**src/rtl/wa_pkg.sv**
```systemverilog
`timescale 1ns/1ps
package wa_pkg;

    typedef enum logic [1:0] {
        MODE_AUTO   = 2'd0,
        MODE_SLIP   = 2'd1,
        MODE_MANUAL = 2'd2
    } wa_mode_e;

    typedef enum logic [2:0] {
        ST_ACQ,
        ST_LOCK,
        ST_RECOVER,
        ST_SLIP,
        ST_IDLE,
        ST_ARMED
    } wa_state_e;

endpackage

```
**src/rtl/wa_pattern_search.sv**
```systemverilog
`timescale 1ns/1ps
module wa_pattern_search #(
    parameter int W = 10,
    parameter int PLEN = 10,
    parameter logic [PLEN-1:0] PATTERN = '0
) (
    input  logic [2*W-1:0]         window,
    output logic                   hit,
    output logic [$clog2(W)-1:0]   hit_off
);
    localparam int WIN  = 2 * W;
    localparam int OFFW = $clog2(W);

    logic [W-1:0] match;

    for (genvar k = 0; k < W; k++) begin : g_off
        if (k + PLEN <= WIN) begin : g_fit
            assign match[k] = (window[k +: PLEN] == PATTERN);
        end else begin : g_nofit
            assign match[k] = 1'b0;
        end
    end

    // lowest offset wins
    always_comb begin
        hit_off = '0;
        for (int k = W - 1; k >= 0; k--) begin
            if (match[k]) hit_off = OFFW'(k);
        end
        hit = |match;
    end

endmodule

```
**src/rtl/wa_run_length.sv**
```systemverilog
`timescale 1ns/1ps
module wa_run_length #(
    parameter int W = 10,
    parameter int RUN_MAX = 5
) (
    input  logic         clk,
    input  logic         rst_n,
    input  logic [W-1:0] din,
    output logic         err_o
);
    localparam int LW = 7;

    logic          bit_q, bit_n;
    logic [LW-1:0] len_q, len_n;
    logic          viol;

    always_comb begin
        bit_n = bit_q;
        len_n = len_q;
        viol  = 1'b0;
        for (int i = 0; i < W; i++) begin
            if (din[i] == bit_n) begin
                if (len_n <= LW'(RUN_MAX)) len_n = len_n + 1'b1;
            end else begin
                bit_n = din[i];
                len_n = LW'(1);
            end
            if (len_n > LW'(RUN_MAX)) viol = 1'b1;
        end
    end

    always_ff @(posedge clk or negedge rst_n) begin
        if (!rst_n) begin
            bit_q <= 1'b0;
            len_q <= '0;
            err_o <= 1'b0;
        end else begin
            bit_q <= bit_n;
            len_q <= len_n;
            err_o <= viol;
        end
    end

endmodule

```
**src/rtl/wa_sync_fsm.sv**
```systemverilog
`timescale 1ns/1ps
module wa_sync_fsm
    import wa_pkg::*;
#(
    parameter int W = 10,
    parameter int ACQ_NUM = 3,
    parameter int LOSE_NUM = 3,
    parameter int RECOV_NUM = 3
) (
    input  logic                 clk,
    input  logic                 rst_n,
    input  wa_mode_e             mode,
    input  logic                 hit,
    input  logic [$clog2(W)-1:0] hit_off,
    input  logic                 slip_rise,
    input  logic                 req_rise,
    input  logic                 bad,
    output logic [$clog2(W)-1:0] bnd_q,
    output logic [$clog2(W)-1:0] bnd_n,
    output logic                 sync_o
);
    localparam int OFFW = $clog2(W);
    localparam int AW   = $clog2(ACQ_NUM + 1);
    localparam int EW   = $clog2(LOSE_NUM + 1);
    localparam int GW   = $clog2(RECOV_NUM + 1);

    wa_state_e     st_q, st_n;
    logic [AW-1:0] acq_q, acq_n;
    logic [EW-1:0] err_q, err_n;
    logic [GW-1:0] good_q, good_n;
    logic          fits;
    wa_state_e     home;

    always_comb begin
        unique case (mode)
            MODE_SLIP:   home = ST_SLIP;
            MODE_MANUAL: home = ST_IDLE;
            default:     home = ST_ACQ;
        endcase
        unique case (st_q)
            ST_SLIP:             fits = (mode == MODE_SLIP);
            ST_IDLE, ST_ARMED:   fits = (mode == MODE_MANUAL);
            ST_LOCK, ST_RECOVER: fits = (mode != MODE_SLIP);
            default:             fits = (mode != MODE_SLIP) && (mode != MODE_MANUAL);
        endcase
    end

    // next state
    always_comb begin
        st_n   = st_q;
        acq_n  = acq_q;
        err_n  = err_q;
        good_n = good_q;
        bnd_n  = bnd_q;
        if (!fits) begin
            st_n   = home;
            acq_n  = '0;
            err_n  = '0;
            good_n = '0;
        end else begin
            unique case (st_q)
                ST_SLIP: begin
                    if (slip_rise)
                        bnd_n = (bnd_q == OFFW'(W - 1)) ? '0 : bnd_q + 1'b1;
                end
                ST_IDLE: begin
                    if (req_rise) st_n = ST_ARMED;
                end
                ST_ARMED: begin
                    if (hit) begin
                        bnd_n  = hit_off;
                        st_n   = ST_LOCK;
                        err_n  = '0;
                        good_n = '0;
                    end
                end
                ST_ACQ: begin
                    if (hit) begin
                        bnd_n = hit_off;
                        if (int'(acq_q) + 1 >= ACQ_NUM) begin
                            st_n   = ST_LOCK;
                            acq_n  = '0;
                            err_n  = '0;
                            good_n = '0;
                        end else begin
                            acq_n = acq_q + 1'b1;
                        end
                    end
                end
                ST_LOCK: begin
                    if (mode == MODE_MANUAL && req_rise) begin
                        st_n = ST_ARMED;
                    end else if (bad) begin
                        good_n = '0;
                        if (LOSE_NUM <= 1) begin
                            st_n  = home;
                            acq_n = '0;
                            err_n = '0;
                        end else begin
                            st_n  = ST_RECOVER;
                            err_n = EW'(1);
                        end
                    end
                end
                ST_RECOVER: begin
                    if (mode == MODE_MANUAL && req_rise) begin
                        st_n   = ST_ARMED;
                        err_n  = '0;
                        good_n = '0;
                    end else if (bad) begin
                        good_n = '0;
                        if (int'(err_q) + 1 >= LOSE_NUM) begin
                            st_n  = home;
                            acq_n = '0;
                            err_n = '0;
                        end else begin
                            err_n = err_q + 1'b1;
                        end
                    end else if (int'(good_q) + 1 >= RECOV_NUM) begin
                        good_n = '0;
                        err_n  = err_q - 1'b1;
                        if (err_q == EW'(1)) st_n = ST_LOCK;
                    end else begin
                        good_n = good_q + 1'b1;
                    end
                end
                default: st_n = ST_ACQ;
            endcase
        end
    end

    // state register
    always_ff @(posedge clk or negedge rst_n) begin
        if (!rst_n) begin
            st_q   <= ST_ACQ;
            acq_q  <= '0;
            err_q  <= '0;
            good_q <= '0;
            bnd_q  <= '0;
        end else begin
            st_q   <= st_n;
            acq_q  <= acq_n;
            err_q  <= err_n;
            good_q <= good_n;
            bnd_q  <= bnd_n;
        end
    end

    // outputs
    always_comb begin
        sync_o = (st_q == ST_LOCK) || (st_q == ST_RECOVER);
    end

endmodule

```
**src/rtl/wa_sync_top.sv**
```systemverilog
`timescale 1ns/1ps
module wa_sync_top
    import wa_pkg::*;
#(
    parameter int W = 10,
    parameter int PLEN = 10,
    parameter logic [PLEN-1:0] PATTERN = PLEN'(10'h17C),
    parameter int ACQ_NUM = 3,
    parameter int LOSE_NUM = 3,
    parameter int RECOV_NUM = 3,
    parameter int RUN_MAX = 5
) (
    input  logic         clk,
    input  logic         rst_n,
    input  logic [1:0]   mode_i,
    input  logic [W-1:0] din_i,
    input  logic         slip_i,
    input  logic         align_req_i,
    input  logic         code_valid_i,
    input  logic         disp_err_i,
    output logic [W-1:0] dout_o,
    output logic         sync_o,
    output logic         runlen_err_o
);
    localparam int OFFW = $clog2(W);

    logic [W-1:0]    prev_q;
    logic            slip_q, req_q;
    logic [2*W-1:0]  window;
    logic            hit;
    logic [OFFW-1:0] hit_off;
    logic [OFFW-1:0] bnd_q, bnd_n;
    logic            slip_rise, req_rise, bad;

    assign window    = {din_i, prev_q};
    assign slip_rise = slip_i & ~slip_q;
    assign req_rise  = align_req_i & ~req_q;
    assign bad       = ~code_valid_i | disp_err_i;

    wa_pattern_search #(.W(W), .PLEN(PLEN), .PATTERN(PATTERN)) u_search (
        .window  (window),
        .hit     (hit),
        .hit_off (hit_off)
    );

    wa_sync_fsm #(
        .W(W), .ACQ_NUM(ACQ_NUM), .LOSE_NUM(LOSE_NUM), .RECOV_NUM(RECOV_NUM)
    ) u_fsm (
        .clk       (clk),
        .rst_n     (rst_n),
        .mode      (wa_mode_e'(mode_i)),
        .hit       (hit),
        .hit_off   (hit_off),
        .slip_rise (slip_rise),
        .req_rise  (req_rise),
        .bad       (bad),
        .bnd_q     (bnd_q),
        .bnd_n     (bnd_n),
        .sync_o    (sync_o)
    );

    wa_run_length #(.W(W), .RUN_MAX(RUN_MAX)) u_run (
        .clk   (clk),
        .rst_n (rst_n),
        .din   (din_i),
        .err_o (runlen_err_o)
    );

    always_ff @(posedge clk or negedge rst_n) begin
        if (!rst_n) begin
            prev_q <= '0;
            slip_q <= 1'b0;
            req_q  <= 1'b0;
            dout_o <= '0;
        end else begin
            prev_q <= din_i;
            slip_q <= slip_i;
            req_q  <= align_req_i;
            dout_o <= window[bnd_n +: W];
        end
    end

endmodule

```
**config.mk**
```make
export PLATFORM = sky130hd
export DESIGN_NAME = wa_sync_top
export DESIGN_NICKNAME = d
export VERILOG_FILES = /design/src/rtl/wa_pkg.sv /design/src/rtl/wa_pattern_search.sv /design/src/rtl/wa_run_length.sv /design/src/rtl/wa_sync_fsm.sv /design/src/rtl/wa_sync_top.sv
export SDC_FILE = /design/constraint.sdc
export NUM_CORES = 1
export LEC_CHECK = 0
export ABC_AREA = 0
export BUFFER_PORTS_ARGS = -buffer_cell sky130_fd_sc_hd__buf_2
export CORE_AREA = 2 2 155 157
export CTS_CLUSTER_DIAMETER = 40
export DETAILED_ROUTE_END_ITERATION = 6
export DIE_AREA = 0 0 157 159
export HOLD_SLACK_MARGIN = 0.05
export SLEW_MARGIN = 20
export SYNTH_ARGS = -nofsm -noshare
export SYNTH_HDL_FRONTEND = slang
export SYNTH_SLANG_ARGS = --single-unit
```
**constraint.sdc**
```tcl
create_clock -name clk -period 27.7 [get_ports clk]
set_input_delay 4.155 -clock clk [delete_from_list [all_inputs] [get_ports clk]]
set_output_delay 4.155 -clock clk [all_outputs]
set_load 0.05 [all_outputs]
```
After elaboration in Yosys (flattened, before gate mapping)
Index checks and enable logic that the tools add are counted.
{"block": "op_classes", "magnitude_cmp": 23, "eq_ne": 47, "n_addsub": 18, "n_bitwise": 6, "shift": 1, "n_reduce_logical": 12, "mux": 95}
{"cell": "7-bit two-way mux", "count": 20}
{"cell": "10-bit by 9-bit == test with 1-bit output, second input constant", "count": 10}
{"cell": "32-bit by 3-bit greater-or-equal comparator with 1-bit output, second input constant", "count": 3}
{"cell": "7-bit by 1-bit adder with 7-bit output, second input constant", "count": 10}
{"cell": "7-bit by 3-bit > comparator with 1-bit output, second input constant", "count": 10}
{"cell": "7-bit by 3-bit <= comparator with 1-bit output, second input constant", "count": 10}
{"cell": "4-bit two-way mux", "count": 14}
{"cell": "2-bit two-way mux", "count": 22}
{"cell": "3-bit two-way mux", "count": 12}
{"cell": "3-bit != test, second input constant", "count": 9}
{"cell": "1-bit two-way mux", "count": 20}
{"cell": "5-bit != test, second input constant", "count": 4}
{"cell": "20-bit by 5-bit indexed part select with 10-bit output", "count": 1}
{"cell": "3-bit one-hot mux with 6 select lines", "count": 1}
{"cell": "2-bit one-hot mux with 4 select lines", "count": 2}
{"cell": "1-bit == test", "count": 10}
{"cell": "10-bit OR reduction", "count": 1}
{"cell": "2-bit by 1-bit adder with 3-bit output, second input constant", "count": 3}
{"cell": "9-bit AND reduction", "count": 1}
{"cell": "4-bit one-hot mux with 2 select lines", "count": 1}
{"cell": "7-bit AND reduction", "count": 1}
{"cell": "2-bit by 1-bit adder with 2-bit output, second input constant", "count": 3}
{"cell": "3-bit by 2-bit == test with 1-bit output, second input constant", "count": 2}
{"cell": "3-bit == test, second input constant", "count": 2}
{"cell": "22 further kinds", "count": 30}
{"block": "word_totals", "regBits": 44, "elab_cells": 214, "output_inout_bits": 12}

Depth between registers and ports, before layout
{"block": "depth", "ltp_word": 32, "depth_mapped": 55}

By module
Synthesis repeated with hierarchy kept, for this count alone.
{"block": "unflattened", "hier_cells": 653, "area_unflattened_um2": 6067.1}
{"mod": "wa_run_length", "seq_area_each_um2": 225.2, "area_each_um2": 2954.1, "cells_per_inst": 362, "instances": 1}
{"mod": "wa_sync_top", "seq_area_each_um2": 550.5, "area_each_um2": 1501.4, "cells_per_inst": 101, "instances": 1}
{"mod": "wa_sync_fsm", "seq_area_each_um2": 325.3, "area_each_um2": 1255.0, "cells_per_inst": 145, "instances": 1}
{"mod": "wa_pattern_search", "seq_area_each_um2": 0.0, "area_each_um2": 356.6, "cells_per_inst": 45, "instances": 1}

Least setup slack after synthesis
OpenSTA, ideal clock, no wires.
{"block": "synth_path", "path_kind": "input to register", "from": "input din_i[0]", "to": "register u_run.len_q[3]", "path_slack_ps": 13537, "setup_ps": 120, "t_required_ps": 27580, "cell_stages": 52, "t_arrival_ps": 14043, "cell_sequence": "clkbuf_1 -> xor2_1 -> nor3_1 -> inv_1 -> ha_1 -> a21o_1 -> nand2b_2 -> o21ai_4 -> mux2i_1 -> inv_1 -> ha_1 -> inv_1 -> o2111ai_2 -> a211oi_1 -> o311a_1 -> inv_2 -> ha_1 -> a2111oi_2 -> (+16 left out) -> o21a_4 -> xnor2_1 -> or2_1 -> ha_1 -> nor2_1 -> a2111oi_0 -> a211o_1 -> buf_6 -> ha_1 -> inv_1 -> o211ai_1 -> nand2_1 -> xor2_1 -> nand2_1 -> ha_1 -> o41ai_4 -> nor2_1 -> a41o_1"}
{"block": "synth_via", "elab_chain_cells": 29, "elab_cells_between_ends": 56, "cone_classes": "add/sub: 9; order compare: 9; eq/ne: 10; mux: 28"}
{"element": "start, declared", "line_no": "wa_sync_top.sv:16", "text": "input logic [W-1:0] din_i,"}
{"element": "1-bit == test", "line_no": "wa_run_length.sv:22", "text": "if (din[i] == bit_n) begin"}
{"element": "7-bit two-way mux", "line_no": "wa_run_length.sv:22"}
{"element": "7-bit by 1-bit adder with 7-bit output or 7-bit by 3-bit <= comparator with 1-bit output (tied branches)", "line_no": "wa_run_length.sv:23", "text": "if (len_n <= LW'(RUN_MAX)) len_n = len_n + 1'b1;"}
{"element": "7-bit two-way mux", "line_no": "wa_run_length.sv:23"}
{"element": "7-bit two-way mux", "line_no": "wa_run_length.sv:22"}
{"element": "7-bit by 1-bit adder with 7-bit output or 7-bit by 3-bit <= comparator with 1-bit output (tied branches)", "line_no": "wa_run_length.sv:23"}
{"element": "7-bit two-way mux", "line_no": "wa_run_length.sv:23"}
{"element": "7-bit two-way mux", "line_no": "wa_run_length.sv:22"}
{"element": "(+14 left out)"}
{"element": "7-bit two-way mux", "line_no": "wa_run_length.sv:22"}
{"element": "7-bit by 1-bit adder with 7-bit output or 7-bit by 3-bit <= comparator with 1-bit output (tied branches)", "line_no": "wa_run_length.sv:23"}
{"element": "7-bit two-way mux", "line_no": "wa_run_length.sv:23"}
{"element": "7-bit two-way mux", "line_no": "wa_run_length.sv:22"}
{"element": "7-bit by 1-bit adder with 7-bit output or 7-bit by 3-bit <= comparator with 1-bit output (tied branches)", "line_no": "wa_run_length.sv:23"}
{"element": "7-bit two-way mux", "line_no": "wa_run_length.sv:23"}
{"element": "7-bit two-way mux (*)", "line_no": "wa_run_length.sv:22"}
{"element": "named net u_run.len_n[3]", "line_no": "wa_run_length.sv:14", "text": "logic [LW-1:0] len_q, len_n;"}
{"element": "end signal, assigned", "line_no": "wa_run_length.sv:39", "text": "len_q <= len_n;"}
{"element": "end, declared", "line_no": "wa_run_length.sv:14"}
Mark *: on every way through the listed nets, which the timed path passes. The rest lies on a longest branch.
A chain may end at the register's enable or synchronous reset.

Worst setup path after layout
Same ends and word-level chain as after synthesis.

==> impl_metrics.csv <==
group,metric,value,unit
pwr,p_per_area,123,nW/µm²
grt,globalRouteOverflowTotal,0,
yosys,yosys_register_bits,44,
setup_path,startpoint,"din_i[0]",
place,detailedPlacementHpwl,11600,µm
die,die_w,157,µm
setup_path,worst_setup_path_end_kind,"flip-flop",
timing,fin_setup_tns,0,ns
final_layout,finish.net_count,776,
timing,setup_viol,0,
timing,timing.final.max_slew_violations,0,
setup_path,critical-path-top-cell-by-count,"ha_1",
yosys,synth-compound-area-share,0.317,
yosys,synthesis.area,5490,µm²
route,vias,5242,
setup_path,reg2regPathDepth,52,
setup_path,cp_max_fo,11,
timing,final.setup_skew,0.00724,ns
yosys,synth.distinct_cells,95,
grt,grt_max_degree,45,
flow_run,max_cap_check_violation_count,0,
grt,antenna_found_initial,2,
clock_tree,cts_repair_resize_count,0,
yosys,synth_edf_count,0,
clock_tree,cts_max_path_buffers,2,
final_layout,final_util,0.266,
setup_path,worst-endpoint-arrival,15.48,ns
clock_tree,clock_sink_count,44,
place,placement.io_buffers,29,
grt,met3_usage,0.0152,
clock_tree,numCtsBuffers,5,
grt,grt.total_usage,0.120,
yosys,synthTopCellsByArea,"dfrtp_1, ha_1, nand2_1",
place,gp_congestion,0.911,
yosys,ys_top_cells_by_count,"nand2_1, nor2_1, a21oi_1, inv_1",
die,design.die.area,25000,µm²
die,design.portCount,30,
clock_tree,postCtsSetupBuffers,0,
setup_path,critical_path.endpoint,"u_run.len_q[3]",
yosys,avgSynthCellArea,7.88,µm²
yosys,synth_async_reset_ratio,1.00,
yosys,xor_xnor_cell_area_share_of_the_yosys_netlist,0.0253,
route,routed_wl,15000,µm
place,post-place-cells,1026,
setup_path,critical_path.startpoint_type,"input pin",
yosys,postSynthNetCount,759,
route,post_drt_wl_per_cell,14.5,µm
grt,grt-busiest-layer,"met2",
yosys,post-synth-top-count-cell,"nand2_1",
timing,final_hold_viol_count,0,
die,floorplan.die.height,159,µm
clock_tree,clkTransAtPathRegs,0.07,ns
timing,tightestPinTransition,1.09,ns
final_layout,areaGrowthSynthToFinish,12.2,%
die,initial_standard_cell_utilization_of_the_core,0.237,
timing,min_period_over_period,0.552,
pwr,static_leakage,2.52,nW
yosys,synth.yosys.warnings,0,
setup_path,crit_slowest_cell,"nor3_1",
hold_path,timing.hold.worst.start,"u_fsm.good_q[0]",
clock_tree,cts_hold_buf,0,
final_layout,n_fill_cell,2532,
timing,grt_setup_unrepaired,"no",
setup_path,r2r_end,"u_run.len_q[3]",
yosys,netlist.area_leader.share,0.200,
timing,max_slew_margin,0.277,
setup_path,rrSetupSlack,15.36,ns
clock_tree,cts_tree,"yes",
route,detail_route.vias_per_cell,5.06,
clock_tree,cts-htree-levels,2,
yosys,yosysSeqAreaShare,0.200,
outcome,run_status,"complete, no violations",
route,post-route-drc-count,0,
final_layout,drive_above_1_share,0.147,
final_layout,finalNonFillerCells,1035,
grt,met2_usage,0.197,
yosys,synth_top_family_by_area,"compound AO/OA/AOI/OAI gates",
setup_path,crit_path_max_incr_delay,0.48,ns
die,placeableCoreArea,23200,µm²
grt,grt_pass1_wl,25200,µm
setup_path,kind_of_critical_path,"in -> reg",
yosys,synth_fa_ha_area_frac,0.100,
yosys,synth_top_area_cell,"dfrtp_1",
yosys,simple_gate_share_of_the_synthesized_area,0.239,
clock_tree,clock_tree.root_cell,"clkbuf_16",
yosys,syn_inst,697,
timing,max_clock_freq,65.4,MHz
pwr,vdd_ir_drop_max,48.5,µV
setup_path,worst_r2r_startpoint,"u_run.len_q[0]",
die,number_of_standard_cell_rows_in_the_floorplan,56,
setup_path,cp.required,27.88,ns
route,firstDrtPassIters,4,
pwr,post-layout-total-power,0.757,mW
timing,timing.final.crit_period,15.30,ns
grt,vias_in_the_first_global_route,5104,
yosys,synth_top_flop_cell,"dfrtp_1",
clock_tree,clock_latency,0.29,ns
yosys,synthMuxAreaShare,0.0640,
route,detailedRoute.firstIterationViolations,320,
grt,gr-usage-met1,0.161,
route,detail-route-antenna-nets,0,
hold_path,hold_path.class,"reg -> reg",
[area by class of cell]
cell class | count | area, µm² | area share
multi-input cells | 579 | 4120 | 0.668
flip-flops and latches | 44 | 1100 | 0.179
well taps | 319 | 399 | 0.0648
inverters | 50 | 188 | 0.0305
repair buffers | 34 | 185 | 0.0301
clock buffers | 5 | 125 | 0.0203
clock inverters | 3 | 46.3 | 0.00751
diodes | 1 | 2.50 | 0.000406
[how the worst min path moves through the flow]
stage / slack [ns] / cells past startpoint / endpoint
after global placement: 0.46 / 1 / u_fsm.good_q[0]
after floorplan: 0.44 / 1 / u_fsm.good_q[0]
after detailed placement: 0.47 / 1 / u_fsm.good_q[0]
after CTS: 0.47 / 1 / u_fsm.good_q[0]
final: 0.47 / 1 / u_fsm.good_q[0]
after global routing: 0.51 / 1 / u_fsm.good_q[0]
[power by group]
part | switching (mW) | internal [mW]
Sequential | 0.0197 | 0.0806
Clock | 0.0284 | 0.0430
Combinational | 0.362 | 0.223
[cells in the final DEF, fill, tap and decap left out, types with 5 or more instances in the layout]
cell       synthesis  routed
mux2i_1           22      22
and2_1            11      11
nor2b_1           13      13
inv_1             46      46
a21o_1             7       7
nand4_1            5       5
xor2_1             5       5
nand2_1           70      70
a31o_2             6       6
mux2_2             7       7
or4_1              6       6
o31ai_1            5       5
o21ai_0           37      37
and3_1             7       7
nor3_1            13      13
buf_4              0       6
nand3_1           17      17
a31oi_1           13      13
ha_1              44      44
dfrtp_1           44      44
a21oi_1           46      46
buf_2              2      28
a211o_1            7       7
nor2_1            62      62
a211oi_1          16      16
xnor2_1            9       9
nor4_1             9       9
nand2b_1          13      13
or2_2              5       5
clkbuf_16          0       5
o211ai_1          11      11
[state kept, by name, indices dropped and copies added (netlist names)]
name          cells
dout_o           10
prev_q           10
u_run.len_q       7
u_fsm.bnd_q       4
u_fsm.st_q        3
u_fsm.acq_q       2
u_fsm.err_q       2
u_fsm.good_q      2
req_q             1
slip_q            1
u_run.bit_q       1
u_run.err_o       1
[per-layer routing]
| metal | wire length, µm | share of wire |
|---|---|---|
| met1 | 7110 | 0.48 |
| met2 | 6960 | 0.47 |
| met3 | 454 | 0.030 |
| met4 | 425 | 0.028 |
| met5 | 12 | 0.00080 |
[critical path, delay by kind of cell]
kind	cells	cell delay (ns)
xor gates and xnor gates	3	0.69
and+or+nand+nor	12	2.34
AOI/OAI and AO/OA	17	4.49
adders and majority gates	9	2.01
buffers and inverters	7	0.83
muxes	3	0.94
[logic make-up after synthesis]
group,count (synthesis)
simple gates,259
compound gates,229
buf+inv,74
fa+ha+maj,44
flops,44
mux,32
xor+xnor,15
[per-stage QoR]
step	setup WS (ns)	cell area, µm²	hold slack (ns)
6_report	12.40	6160	0.474
5_1_grt	11.45	6160	0.508
4_1_cts	12.51	6160	0.475
3_5_place_dp	12.23	5990	0.466
3_3_place_gp	12.72	5990	0.458
2_1_floorplan	13.54	5490	0.439
No activity file was read; power rests on OpenSTA's default activity.
